$ cat config.mk
export PLATFORM = sky130hd
export DESIGN_NAME = fb_addr_gen
export DESIGN_NICKNAME = d
export VERILOG_FILES = /design/src/rtl/fbag_pkg.sv /design/src/rtl/fbag_base_regs.sv /design/src/rtl/fbag_base_sel.sv /design/src/rtl/fbag_wptr.sv /design/src/rtl/fb_addr_gen.sv
export SDC_FILE = /design/constraint.sdc
export NUM_CORES = 1
export LEC_CHECK = 0
export ABC_AREA = 1
export BUFFER_PORTS_ARGS = -buffer_cell sky130_fd_sc_hd__buf_2
export CORE_AREA = 2 2 82 116
export CTS_CLUSTER_DIAMETER = 150
export CTS_CLUSTER_SIZE = 28
export DETAILED_ROUTE_END_ITERATION = 12
export DIE_AREA = 0 0 84 118
export GPL_TIMING_DRIVEN = 0
export PLACE_DENSITY = 0.79
export REMOVE_ABC_BUFFERS = 1
export SYNTH_ARGS = -nofsm -noshare
export SYNTH_HDL_FRONTEND = slang
export SYNTH_SLANG_ARGS = --single-unit
$ cat constraint.sdc
create_clock -name clk -period 3.8 [get_ports clk]
set_clock_uncertainty 0.05 [all_clocks]
set_input_delay 0.95 -clock clk [delete_from_list [all_inputs] [get_ports clk]]
set_output_delay 0.95 -clock clk [all_outputs]
set_load 0.01 [all_outputs]
$ cat src/rtl/fbag_pkg.sv
package fbag_pkg;
  typedef enum logic { FIELD_FIRST = 1'b0, FIELD_SECOND = 1'b1 } field_e;
  typedef enum logic { MODE_PROG = 1'b0, MODE_INTL = 1'b1 } cap_mode_e;
  localparam int unsigned NUM_BASES = 2;
  localparam int unsigned BASE_SEL_W = $clog2(NUM_BASES);
endpackage

$ cat src/rtl/fbag_base_regs.sv
module fbag_base_regs
  import fbag_pkg::*;
#(
  parameter int unsigned ADDR_W     = 32,
  parameter int unsigned ALIGN_BITS = 4
) (
  input  logic                               clk,
  input  logic                               rst_n,
  input  logic                               we,
  input  logic [BASE_SEL_W-1:0]              sel,
  input  logic [ADDR_W-1:0]                  wdata,
  output logic [NUM_BASES-1:0][ADDR_W-1:0]   base_q
);
  logic [ALIGN_BITS-1:0] unused_low;
  assign unused_low = wdata[ALIGN_BITS-1:0];

  for (genvar i = 0; i < NUM_BASES; i++) begin : g_base
    always_ff @(posedge clk) begin
      if (!rst_n) begin
        base_q[i] <= '0;
      end else if (we && (sel == BASE_SEL_W'(i))) begin
        base_q[i] <= {wdata[ADDR_W-1:ALIGN_BITS], {ALIGN_BITS{1'b0}}};
      end
    end
  end
endmodule

$ cat src/rtl/fbag_base_sel.sv
module fbag_base_sel
  import fbag_pkg::*;
#(
  parameter int unsigned ADDR_W = 32
) (
  input  logic [NUM_BASES-1:0][ADDR_W-1:0] base_q,
  input  logic                             interlaced,
  input  logic                             field_id,
  output logic [ADDR_W-1:0]                base_pick
);
  cap_mode_e mode;
  field_e    fld;
  logic [BASE_SEL_W-1:0] idx;

  always_comb begin
    mode = cap_mode_e'(interlaced);
    fld  = field_e'(field_id);
    if (mode == MODE_INTL && fld == FIELD_FIRST) idx = BASE_SEL_W'(0);
    else                                          idx = BASE_SEL_W'(1);
    base_pick = base_q[idx];
  end
endmodule

$ cat src/rtl/fbag_wptr.sv
module fbag_wptr #(
  parameter int unsigned ADDR_W     = 32,
  parameter int unsigned WORD_BYTES = 4
) (
  input  logic              clk,
  input  logic              rst_n,
  input  logic              load,
  input  logic [ADDR_W-1:0] load_val,
  input  logic              advance,
  output logic [ADDR_W-1:0] ptr
);
  localparam logic [ADDR_W-1:0] STEP = ADDR_W'(WORD_BYTES);

  always_ff @(posedge clk) begin
    if (!rst_n)       ptr <= '0;
    else if (load)    ptr <= load_val;
    else if (advance) ptr <= ptr + STEP;
  end
endmodule

$ cat src/rtl/fb_addr_gen.sv
module fb_addr_gen
  import fbag_pkg::*;
#(
  parameter int unsigned ADDR_W     = 32,
  parameter int unsigned ALIGN_BITS = 4,
  parameter int unsigned WORD_BYTES = 4
) (
  input  logic              clk,
  input  logic              rst_n,
  input  logic              base_we,
  input  logic              base_sel,
  input  logic [ADDR_W-1:0] base_wdata,
  input  logic              interlaced,
  input  logic              field_start,
  input  logic              field_id,
  input  logic              xfer_accept,
  output logic [ADDR_W-1:0] wr_addr
);
  logic [NUM_BASES-1:0][ADDR_W-1:0] base_q;
  logic [ADDR_W-1:0]                base_pick;

  fbag_base_regs #(.ADDR_W(ADDR_W), .ALIGN_BITS(ALIGN_BITS)) u_regs (
    .clk(clk), .rst_n(rst_n), .we(base_we), .sel(base_sel),
    .wdata(base_wdata), .base_q(base_q)
  );

  fbag_base_sel #(.ADDR_W(ADDR_W)) u_sel (
    .base_q(base_q), .interlaced(interlaced), .field_id(field_id),
    .base_pick(base_pick)
  );

  fbag_wptr #(.ADDR_W(ADDR_W), .WORD_BYTES(WORD_BYTES)) u_ptr (
    .clk(clk), .rst_n(rst_n), .load(field_start), .load_val(base_pick),
    .advance(xfer_accept), .ptr(wr_addr)
  );
endmodule

==> results_dict.tcl <==
set metrics [dict create \
    status "complete, no violations" \
    grt_overflow_total 0 \
    ys_ff_latch 86 \
    syn_inst 673 \
    critPathTopFamily "simple AND/OR/NAND/NOR gates" \
    final_antenna_net_count 0 \
    avgRoutedWirePerCell_microns 13.78 \
    cp_cell_sequence "buf_2, inv_1, nor2_1, clkinv_2, o21ai_0, a21oi_1" \
    dr_total_vias 4473 \
    syn-mean-instance-area_sq_um 6.479 \
    cp.depth 6 \
    dpl.hpwl_mm 7.331 \
    post_cts_resized 1 \
    yosysMostFrequentCell "nor2_1" \
    worstSkewPairLatency_ns 0.34 \
    synth_edf_count 0 \
    numCtsBuffers 9 \
    fin_util 0.5629 \
    crit_start "base_we" \
    clkPwrFrac 0.440 \
    synth_ff_type "dfxtp_1" \
    placed_cell_area_sq_um 4657 \
    track_usage 0.2266 \
    grt_pass1_vias 3910 \
    die_area_sq_um 9912 \
    power_leakage_nw 2.108 \
    cts_root_buf "clkbuf_16" \
    finalHoldViolations 0 \
    grt_pass1_wl_mm 18.31 \
    slew_viol_final 0 \
    switchingPower_uw 574.2 \
    worst_r2r_path_depth 9 \
    design_area_sq_um 4996 \
    first_pass_iters 5 \
    htreeDepth 3 \
    ff2ff_setup_slack_ns 2.12 \
    pwr-share-seq 0.444 \
    rows 41 \
    nets 753 \
    vias_per_cell 5.435 \
    drt_iter0_drc 356 \
    placedCellCount 808 \
    startpoint_type "primary input" \
    period_share 0.8647 \
    drive_gt1_frac 0.1466 \
    critPathMaxStageDelay_ns 1.03 \
    r2r_start "u_ptr.ptr[2]" \
    dieWidth_microns 84 \
    num_io_pins 72 \
    cts_hold_buf 0 \
    core-area_sq_um 8875 \
    stdcell_count 823 \
    worst-endpoint-arrival_ns 3.45 \
    rsz0062_at_grt "no" \
    power_density_nw_per_um2 458.5 \
    combPwrFrac 0.117 \
    finalSetupViolations 0 \
    cts_sinks 86 \
    tightest_slew_ns 1.411 \
    port_buffers 65 \
    fin_crit_ns 3.286 \
    swShare 0.2507 \
    synth.area.top_cells "dfxtp_1, nor2_1, o21ai_0, nand2_1, nand3_1" \
    worst-path-buf-inv 3 \
    grt_max_degree 86 \
    intPower_mw 1.716 \
    worstPathRequired_ns 3.96 \
    hold_path_class "register to register" \
    yosys_warnings 0 \
    cp-end-kind "register" \
    die_h_microns 118 \
    tritoncts "done" \
    syn_area_sq_um 4360 \
    synth_top_area_share 0.3948 \
    yosysTopAreaCell "dfxtp_1" \
    post-route-drc-count 0 \
    cts_setup_buffers 0 \
    clk_pin_slew_ns 0.06 \
    fmax_mhz 304.4 \
    timing.rr.end "u_ptr.ptr[30]" \
    ys_top_cells_by_count "nor2_1, nand2_1, o21ai_0" \
    initial_utilization 0.4913 \
    ys_types 29 \
    cap_violations 0 \
    antenna_cells 0 \
    place_congestion 0.9026 \
    path_max_fanout 35 \
    clock_path_buffers 2 \
    peakVddDrop_mv 0.3025 \
    yosysSeqAreaShare 0.3948 \
    crit_end "u_regs.base_q[7]" \
    fin_setup_tns_ns 0 \
    slowest_stage "nor2_1" \
    antenna_found_initial 0 \
    synthArstFlopShare 0 \
    area_growth_pct 14.58 \
    max-slew-margin-rel 0.05613 \
    routed_wl_mm 11.34 \
    critical_path_class "primary input to register" \
]
==> worst min path at each step <==
stage | start | endpoint | slack, ns | depth (start not counted)
after detailed placement | u_regs.base_q[7] | u_regs.base_q[7] | 0.40 | 2
after global placement | u_regs.base_q[7] | u_regs.base_q[7] | 0.39 | 2
after global routing | u_regs.base_q[42] | u_regs.base_q[42] | 0.43 | 2
after CTS | u_regs.base_q[7] | u_regs.base_q[7] | 0.40 | 2
final | u_regs.base_q[7] | u_regs.base_q[7] | 0.40 | 2
after floorplan | u_regs.base_q[42] | u_regs.base_q[42] | 0.37 | 2
==> layout make-up <==
class	instances	area (sq um)
Multi-Input combinational cell	511	2330
Tap cell	107	133.9
Timing Repair Buffer	65	325.3
Inverter	39	147.6
Fill cell	850	3879
Clock buffer	11	242.7
Clock inverter	4	95.09
Sequential cell	86	1722
==> power groups by stage <==
| stage | combinational, mW | clock (mW) | sequential [mW] |
|---|---|---|---|
| finish | 0.267 | 1.01 | 1.02 |
| CTS | 0.266 | 1.02 | 1.01 |
| detailed placement | 0.264 | 0 | 1.03 |
| global route | 0.302 | 1.06 | 1.02 |
| floorplan | 0.150 | 0 | 1.03 |
| global placement | 0.257 | 0 | 1.03 |
==> stage by stage <==
step	hold WS [ns]	setup slack [ns]	power [mW]
2_1_floorplan	0.3739	0.9998	1.184
3_5_place_dp	0.3958	-0.3667	1.298
4_1_cts	0.4038	0.4766	2.296
3_3_place_gp	0.3873	-0.2288	1.288
5_1_grt	0.4289	0.3004	2.382
6_report	0.4028	0.5143	2.291
==> metal layers <==
layer,track usage,part of all wire,up-vias
met5,0,0,-
met4,0.09173,0.032,0
met3,0.04418,0.053,27
met2,0.3845,0.50,147
met1,0.2796,0.42,2064
li1,-,-,2235
==> registers in the layout, indices dropped and copies added, names as in the netlist <==
signal,flops
u_ptr.ptr,30
u_regs.base_q,56
==> tightest hold or removal path, delay by kind of cell, from the launching register on <==
family / cells / cell delay, ns
buffers and inverters: 1 / 0.06
AO/OA/AOI/OAI: 1 / 0.05
flip-flops: 1 / 0.29
==> layout by cell type (no fill, tap or decap), drive strengths merged <==
cell type,instances
a21oi,36
nor2,190
o21ai,97
and2,2
clkinv,3
buf,65
o31ai,1
nand2,124
xnor2,4
a31oi,5
inv,37
nor3,1
conb,2
bufinv,3
dfxtp,86
o211ai,5
clkbuf,11
nand3,41
o21bai,1
nand4,1
ha,1
==> cell families after synthesis <==
logic type	Yosys count	synth area share
compound gates	145	0.1753
xor+xnor	4	0.008034
fa+ha+maj	1	0.002869
buf+inv	77	0.07174
flops	86	0.3948
other cells	1	0.0008600
simple gates	359	0.3463
(Power assumes the default switching activity.)
